$ cat src/rtl/codec_ctl_pkg.sv
package codec_ctl_pkg;

  typedef enum logic [2:0] {
    ST_IDLE,
    ST_SETUP,
    ST_LOW,
    ST_HIGH,
    ST_HOLD,
    ST_HALT
  } seq_state_t;

  // Round a nanosecond minimum up to clock cycles, never below one cycle.
  function automatic int ns_to_cyc(input int ns, input int period_ns);
    int c;
    c = (ns + period_ns - 1) / period_ns;
    return (c < 1) ? 1 : c;
  endfunction

  function automatic int imax(input int a, input int b);
    return (a > b) ? a : b;
  endfunction

endpackage

$ cat src/rtl/codec_ctl_timer.sv
module codec_ctl_timer #(
  parameter int CW = 4
) (
  input  logic          clk,
  input  logic          rst_n,
  input  logic          load_i,
  input  logic [CW-1:0] load_val_i,
  output logic          zero_o
);

  logic [CW-1:0] cnt_q, cnt_d;

  always_comb begin
    cnt_d = cnt_q;
    if (load_i)             cnt_d = load_val_i;
    else if (cnt_q != '0)   cnt_d = cnt_q - 1'b1;
  end

  always_ff @(posedge clk or negedge rst_n) begin
    if (!rst_n) cnt_q <= '0;
    else        cnt_q <= cnt_d;
  end

  assign zero_o = (cnt_q == '0);

  // Interval counter steps down by one per cycle unless reloaded
  p_count_down_r5: assert property (@(posedge clk) disable iff (!rst_n)
    (!load_i && cnt_q != '0) |=> (cnt_q == $past(cnt_q) - 1'b1));

endmodule

$ cat src/rtl/codec_ctl_frame.sv
module codec_ctl_frame #(
  parameter int DEV_ADDR = 5,
  parameter int KIND_W   = 2
) (
  input  logic              clk,
  input  logic              rst_n,
  input  logic              accept_i,
  input  logic [KIND_W-1:0] kind_i,
  input  logic              ext_i,
  input  logic [7:0]        byte_a_i,
  input  logic [7:0]        byte_b_i,
  input  logic [1:0]        sel_i,
  output logic [7:0]        byte_o,
  output logic              last_o
);

  localparam int DEV_W = 8 - KIND_W;

  logic [KIND_W-1:0] kind_q;
  logic              ext_q;
  logic [7:0]        a_q, b_q;
  logic [7:0]        addr_byte;

  always_ff @(posedge clk or negedge rst_n) begin
    if (!rst_n) begin
      kind_q <= '0;
      ext_q  <= 1'b0;
      a_q    <= '0;
      b_q    <= '0;
    end else if (accept_i) begin
      kind_q <= kind_i;
      ext_q  <= ext_i;
      a_q    <= byte_a_i;
      b_q    <= byte_b_i;
    end
  end

  assign addr_byte = {DEV_W'(DEV_ADDR), kind_q};

  always_comb begin
    case (sel_i)
      2'd0:    byte_o = addr_byte;
      2'd1:    byte_o = a_q;
      default: byte_o = b_q;
    endcase
  end

  assign last_o = ext_q ? (sel_i == 2'd2) : (sel_i == 2'd1);

  // Captured request only moves on an accepted start
  p_req_hold_r10: assert property (@(posedge clk) disable iff (!rst_n)
    !accept_i |=> ($stable(kind_q) && $stable(ext_q) && $stable(a_q) && $stable(b_q)));

endmodule

$ cat src/rtl/codec_ctl_seq.sv
module codec_ctl_seq
  import codec_ctl_pkg::*;
#(
  parameter int CW     = 4,
  parameter int SU_C   = 1,
  parameter int LO_C   = 1,
  parameter int HI_C   = 1,
  parameter int MH_C   = 1,
  parameter int HALT_C = 1
) (
  input  logic          clk,
  input  logic          rst_n,
  input  logic          start_i,
  input  logic [7:0]    cur_byte_i,
  input  logic          last_byte_i,
  input  logic          tmr_zero_i,
  output logic          tmr_load_o,
  output logic [CW-1:0] tmr_val_o,
  output logic [1:0]    sel_o,
  output logic          accept_o,
  output logic          busy_o,
  output logic          done_o,
  output logic          cb_mode_o,
  output logic          cb_clk_o,
  output logic          cb_data_o
);

  seq_state_t    state_q, state_d;
  logic [2:0]    bit_q, bit_d;
  logic [1:0]    sel_q, sel_d;
  logic          clk_q, clk_d;
  logic          mode_q, mode_d;
  logic          data_q, data_d;
  logic          done_q, done_d;
  logic          load;
  logic [CW-1:0] load_val;

  assign accept_o = (state_q == ST_IDLE) && start_i;

  always_comb begin
    state_d  = state_q;
    bit_d    = bit_q;
    sel_d    = sel_q;
    clk_d    = clk_q;
    mode_d   = mode_q;
    data_d   = data_q;
    done_d   = 1'b0;
    load     = 1'b0;
    load_val = '0;
    case (state_q)
      ST_IDLE: begin
        if (start_i) begin
          state_d  = ST_SETUP;
          sel_d    = 2'd0;
          bit_d    = 3'd0;
          mode_d   = 1'b0;
          load     = 1'b1;
          load_val = CW'(SU_C - 1);
        end
      end
      ST_SETUP: begin
        data_d = cur_byte_i[0];
        if (tmr_zero_i) begin
          state_d  = ST_LOW;
          clk_d    = 1'b0;
          load     = 1'b1;
          load_val = CW'(LO_C - 1);
        end
      end
      ST_LOW: begin
        if (tmr_zero_i) begin
          state_d  = ST_HIGH;
          clk_d    = 1'b1;
          load     = 1'b1;
          load_val = CW'(HI_C - 1);
        end
      end
      ST_HIGH: begin
        if (tmr_zero_i) begin
          load = 1'b1;
          if (bit_q == 3'd7) begin
            state_d  = ST_HOLD;
            load_val = CW'(MH_C - 1);
          end else begin
            state_d  = ST_LOW;
            bit_d    = bit_q + 3'd1;
            data_d   = cur_byte_i[bit_q + 3'd1];
            clk_d    = 1'b0;
            load_val = CW'(LO_C - 1);
          end
        end
      end
      ST_HOLD: begin
        if (tmr_zero_i) begin
          state_d  = ST_HALT;
          load     = 1'b1;
          load_val = CW'(HALT_C - 1);
        end
      end
      ST_HALT: begin
        if (tmr_zero_i) begin
          if (last_byte_i) begin
            state_d = ST_IDLE;
            done_d  = 1'b1;
          end else begin
            state_d  = ST_SETUP;
            sel_d    = sel_q + 2'd1;
            bit_d    = 3'd0;
            mode_d   = 1'b1;
            load     = 1'b1;
            load_val = CW'(SU_C - 1);
          end
        end
      end
      default: state_d = ST_IDLE;
    endcase
  end

  always_ff @(posedge clk or negedge rst_n) begin
    if (!rst_n) begin
      state_q <= ST_IDLE;
      bit_q   <= '0;
      sel_q   <= '0;
      clk_q   <= 1'b1;
      mode_q  <= 1'b1;
      data_q  <= 1'b0;
      done_q  <= 1'b0;
    end else begin
      state_q <= state_d;
      bit_q   <= bit_d;
      sel_q   <= sel_d;
      clk_q   <= clk_d;
      mode_q  <= mode_d;
      data_q  <= data_d;
      done_q  <= done_d;
    end
  end

  assign tmr_load_o = load;
  assign tmr_val_o  = load_val;
  assign sel_o      = sel_q;
  assign busy_o     = (state_q != ST_IDLE);
  assign done_o     = done_q;
  assign cb_mode_o  = mode_q;
  assign cb_clk_o   = clk_q;
  assign cb_data_o  = data_q;

  // Idle lines rest high
  p_idle_lines_r1: assert property (@(posedge clk) disable iff (!rst_n)
    !busy_o |-> (cb_clk_o && cb_mode_o));

  // Data never moves across a low clock period
  p_data_edge_r3: assert property (@(posedge clk) disable iff (!rst_n)
    (cb_data_o != $past(cb_data_o)) |-> (cb_clk_o || $past(cb_clk_o)));

  // Mode only changes while the clock stays high
  p_mode_clk_high_r7: assert property (@(posedge clk) disable iff (!rst_n)
    (cb_mode_o != $past(cb_mode_o)) |-> (cb_clk_o && $past(cb_clk_o)));

  // Completion is a single-cycle pulse outside busy
  p_done_pulse_r9: assert property (@(posedge clk) disable iff (!rst_n)
    done_o |=> !done_o);
  p_done_idle_r9: assert property (@(posedge clk) disable iff (!rst_n)
    done_o |-> !busy_o);

endmodule

$ cat src/rtl/codec_ctl_master.sv
module codec_ctl_master
  import codec_ctl_pkg::*;
#(
  parameter int CLK_PERIOD_NS  = 10,
  parameter int T_CLK_HIGH_NS  = 250,
  parameter int T_CLK_LOW_NS   = 250,
  parameter int T_DSETUP_NS    = 190,
  parameter int T_DHOLD_NS     = 30,
  parameter int T_MSETUP_NS    = 190,
  parameter int T_MHOLD_NS     = 190,
  parameter int T_HALT_NS      = 190,
  parameter int DEV_ADDR       = 5
) (
  input  logic       clk,
  input  logic       rst_n,
  input  logic       start_i,
  input  logic [1:0] kind_i,
  input  logic       ext_i,
  input  logic [7:0] byte_a_i,
  input  logic [7:0] byte_b_i,
  output logic       busy_o,
  output logic       done_o,
  output logic       cb_mode_o,
  output logic       cb_clk_o,
  output logic       cb_data_o
);

  localparam int HI_C   = imax(ns_to_cyc(T_CLK_HIGH_NS, CLK_PERIOD_NS),
                               ns_to_cyc(T_DHOLD_NS, CLK_PERIOD_NS));
  localparam int LO_C   = imax(ns_to_cyc(T_CLK_LOW_NS, CLK_PERIOD_NS),
                               ns_to_cyc(T_DSETUP_NS, CLK_PERIOD_NS));
  localparam int SU_C   = imax(ns_to_cyc(T_MSETUP_NS, CLK_PERIOD_NS),
                               ns_to_cyc(T_DSETUP_NS, CLK_PERIOD_NS));
  localparam int MH_C   = ns_to_cyc(T_MHOLD_NS, CLK_PERIOD_NS);
  localparam int HALT_C = ns_to_cyc(T_HALT_NS, CLK_PERIOD_NS);
  localparam int MAX_C  = imax(imax(HI_C, LO_C), imax(SU_C, imax(MH_C, HALT_C)));
  localparam int CW     = imax($clog2(MAX_C + 1), 1);

  logic          accept;
  logic [1:0]    sel;
  logic [7:0]    cur_byte;
  logic          last_byte;
  logic          tmr_load;
  logic [CW-1:0] tmr_val;
  logic          tmr_zero;

  codec_ctl_frame #(
    .DEV_ADDR (DEV_ADDR),
    .KIND_W   (2)
  ) u_frame (
    .clk      (clk),
    .rst_n    (rst_n),
    .accept_i (accept),
    .kind_i   (kind_i),
    .ext_i    (ext_i),
    .byte_a_i (byte_a_i),
    .byte_b_i (byte_b_i),
    .sel_i    (sel),
    .byte_o   (cur_byte),
    .last_o   (last_byte)
  );

  codec_ctl_timer #(
    .CW (CW)
  ) u_timer (
    .clk        (clk),
    .rst_n      (rst_n),
    .load_i     (tmr_load),
    .load_val_i (tmr_val),
    .zero_o     (tmr_zero)
  );

  codec_ctl_seq #(
    .CW     (CW),
    .SU_C   (SU_C),
    .LO_C   (LO_C),
    .HI_C   (HI_C),
    .MH_C   (MH_C),
    .HALT_C (HALT_C)
  ) u_seq (
    .clk         (clk),
    .rst_n       (rst_n),
    .start_i     (start_i),
    .cur_byte_i  (cur_byte),
    .last_byte_i (last_byte),
    .tmr_zero_i  (tmr_zero),
    .tmr_load_o  (tmr_load),
    .tmr_val_o   (tmr_val),
    .sel_o       (sel),
    .accept_o    (accept),
    .busy_o      (busy_o),
    .done_o      (done_o),
    .cb_mode_o   (cb_mode_o),
    .cb_clk_o    (cb_clk_o),
    .cb_data_o   (cb_data_o)
  );

endmodule

$ cat config.mk
export PLATFORM = sky130hd
export DESIGN_NAME = codec_ctl_master
export DESIGN_NICKNAME = d
export VERILOG_FILES = /design/src/rtl/codec_ctl_pkg.sv /design/src/rtl/codec_ctl_timer.sv /design/src/rtl/codec_ctl_frame.sv /design/src/rtl/codec_ctl_seq.sv /design/src/rtl/codec_ctl_master.sv
export SDC_FILE = /design/constraint.sdc
export NUM_CORES = 1
export LEC_CHECK = 0
export ABC_AREA = 0
export BUFFER_PORTS_ARGS = -buffer_cell sky130_fd_sc_hd__buf_2
export CAP_MARGIN = 20
export CORE_MARGIN = 2
export CORE_UTILIZATION = 50
export DETAILED_ROUTE_END_ITERATION = 10
export PLACE_DENSITY = 0.82
export SYNTH_ARGS = -nofsm -noshare
export SYNTH_HDL_FRONTEND = slang
export SYNTH_SLANG_ARGS = --single-unit
$ cat constraint.sdc
create_clock -name clk -period 2.3 [get_ports clk]
set_clock_uncertainty 0.05 [all_clocks]
set_input_delay 0.345 -clock clk [delete_from_list [all_inputs] [get_ports clk]]
set_output_delay 0.345 -clock clk [all_outputs]
set_load 0.02 [all_outputs]
==> reports/summary.txt <==
Worst vdd ir: 670 µV
Synthesized area: 1880 µm²
DRC viols: 0
WL final: 3620 µm
Drt pass-1 iters: 4
Vias post-DR: 1,397
Post-synth EDFFs: 0
Crit-path cells: inv_1, ha_1, mux2i_1, nand2b_1, a31oi_1, a211oi_1, a211o_1
DP HPWL: 2580 µm
Worst Setup SP: u_seq.sel_o[1]
Post-synthesis simple-gate area fraction: 0.145
CP Capture Type: flop
Synthesis-to-layout area growth: 16.9%
Main combinational cell family by area after synthesis: compound AO/OA/AOI/OAI gates
Most frequent cells in the layout: 34 x dfrtp_1, 26 x buf_2, 21 x mux2_2, 12 x nor2_1
Fmax: 479 MHz
Compound-Gate Fraction of Synth Area: 0.148
Initial antenna violation count: 0
Crit Path Category: flop to flop
Hold Violations, Final: 0
Number of CTS-inserted buffers: 5
WP depth: 7
RSZ-0062 raised after global routing: false
RR Startpoint: u_seq.sel_o[1]
Nets: 228
Pleak: 0.993 nW
Final Critical Period: 2.09 ns
Worst-path fanout max: 10
Endpoints failing setup: 0
Routed met1 length: 1640 µm
FP Rows: 22
Pre-CTS WS: 0.235 ns
Fraction of layout cells with a size suffix above 1: 0.340
Die Ht: 65.4 µm
Hold crit path type: input port to async pin
CTS tree: built
First-pass GRT wire length: 6380 µm
Multiplexer share of the synthesized area: 0.136
Final slew viol count: 0
Slowest stage delay, CP: 0.40 ns
Die footprint: 4270 µm²
TNS Setup: 0 ns
Post-synthesis adder-cell area fraction: 0.0465
Reg2Reg Setup Slack: 0.21 ns
Cells resized by post-CTS repair: 0
Initial DRC Count: 74
Synthesis warning total: 0
CTS sink count: 36
Initial core utilization: 0.518
FF+latch count, synth: 36
Top Metal Used: met4
Post-route ant nets: 0
Setup repair bufs after CTS: 0
Root Driver: clkbuf_8
CP required: 2.43 ns
CP Launch Type: flop
Slew @ Worst Pin: 0.777 ns
Fillers: 311
Core area: 3630 µm²
Grt ovf: 0
FF-to-FF End: u_timer.cnt_q[4]
Largest net degree at the start of global routing: 37
Routability cong.: 0.829
Max_slew headroom: 0.482
Top delay family on crit path: compound AO/OA/AOI/OAI gates
Tot Pwr: 2.61 mW
WP data arrival: 2.21 ns
Pwr Density: 1180 nW/µm²
R2R depth: 7
H-tree depth: 2
CTS Buffer Depth: 2
Post-Syn Area per Cell: 11.1 µm²
Io pins: 27
Primary FF master, synth: dfrtp_1
Post-CTS Hold Buffers: 0
Mapped Cells: 169
Seq/Total Area, Yosys: 0.480
Clock-pin slew on the worst setup and hold paths: 0.07 ns
Vias/cell: 5.63
Most common cell after layout, fill and taps aside: dfrtp_1
Post-Syn Nets: 198
Outcome: finished clean
Fin crit share: 0.908
Metal2 WL: 1780 µm
Vias in the first global route: 1,421
Xor and xnor fraction of the mapped netlist area: 0.00930
WL/cell: 14.6 µm
Slowest stage cell, crit path: dfrtp_1
CP bufs+invs: 1
Max-cap violations: 0
Clock latency at the later pin of the worst-skew pair: 0.29 ns
Footprint of the multi-input gates: 912 µm²
Worst setup path end: u_timer.cnt_q[4]
Metal3 WL: 172 µm
Final cell count without fillers: 248
Storage cell area: 903 µm²
Share of flip-flops with an asynchronous set or reset: 1.00
Placed Cells: 240
Cell variety after synth: 45
PnR worst setup slack: 0.212 ns
Total Routing Usage GR: 0.193
Buffers on Ports: 26
Antenna Cells: 0
Die Wd: 65.4 µm
[registers in the layout, summed over array words and instances (netlist names)]
register and count:
u_seq.bit_q 3, u_seq.sel_o 2, u_timer.cnt_q 5, u_seq.state_q 3, u_seq.cb_data_o 1, u_frame.b_q 8
u_frame.kind_q 2, u_seq.done_o 1, u_frame.a_q 8, u_frame.ext_q 1, u_seq.cb_clk_o 1, u_seq.cb_mode_o 1
[worst min-delay path by stage]
stage	startpoint	end	slack (ns)	cells after the start
floorplan	rst_n	u_frame.a_q[0]	-0.0006	0
global placement	rst_n	u_timer.cnt_q[2]	0.42	1
detailed placement	rst_n	u_timer.cnt_q[2]	0.42	1
CTS	rst_n	u_timer.cnt_q[2]	0.11	1
global route	rst_n	u_timer.cnt_q[4]	0.16	1
finish	rst_n	u_timer.cnt_q[2]	0.08	1
[cell type report]
class,count,share of cell area
Clock inverter,1,0.0136
Timing Repair Buffer,29,0.0750
Clock buffer,7,0.0438
Sequential cell,36,0.410
Multi-Input combinational cell,118,0.414
Tap cell,48,0.0273
Inverter,9,0.0153
[synth_stat cells, types with 2 or more instances]
| cell type | count | area, µm² |
|---|---|---|
| nand2_1 | 9 | 33.8 |
| o22ai_1 | 2 | 12.5 |
| a22o_1 | 3 | 26.3 |
| a221oi_1 | 2 | 17.5 |
| or3_1 | 3 | 18.8 |
| nand2b_1 | 2 | 12.5 |
| a211oi_1 | 2 | 15.0 |
| o21ai_0 | 9 | 45.0 |
| ha_1 | 7 | 87.6 |
| a21oi_1 | 5 | 25.0 |
| nor3_1 | 5 | 25.0 |
| mux2i_1 | 2 | 20.0 |
| nand3_1 | 6 | 30.0 |
| mux2_2 | 21 | 236 |
| dfrtp_1 | 34 | 851 |
| inv_1 | 9 | 33.8 |
| a22oi_1 | 3 | 22.5 |
| clkbuf_1 | 2 | 7.51 |
| buf_2 | 3 | 15.0 |
| nor2_1 | 12 | 45.0 |
| dfstp_2 | 2 | 52.6 |
| a21o_1 | 3 | 22.5 |
[per-layer routing]
metal  global-route usage  vias up
met4               0.0469        0
met1                0.237      692
met3               0.0565        4
li1                     -      673
met5                    0        -
met2                0.334       28
[worst register-to-register path: cells and delay by family (launching register included)]
kind	cells	cell delay, ns
fa+ha+maj	1	0.38
simple gates	1	0.21
buf+inv	1	0.08
flops	1	0.40
mux	1	0.23
compound gates	3	0.62
[power breakdown]
group | internal (mW) | switching, mW
registers | 0.904 | 0.244
clock network | 0.382 | 0.224
logic | 0.450 | 0.401
total | 1.74 | 0.869
[metrics by stage]
step	cell area, µm²	utilization	hold slack [ns]
6_report	2200	0.606	0.0795
5_1_grt	2200	0.606	0.156
4_1_cts	2200	0.606	0.115
3_5_place_dp	2070	0.571	0.422
3_3_place_gp	2070	0.571	0.422
2_1_floorplan	1880	-	-0.000591
[cell families after synthesis]
family,after synthesis
AND/OR/NAND/NOR,47
adder cells (fa/ha/maj),7
buffers and inverters,15
XOR/XNOR,2
flip-flops,36
AO/OA/AOI/OAI,39
multiplexers,23
Note: power is estimated with default switching activity, not from simulation.
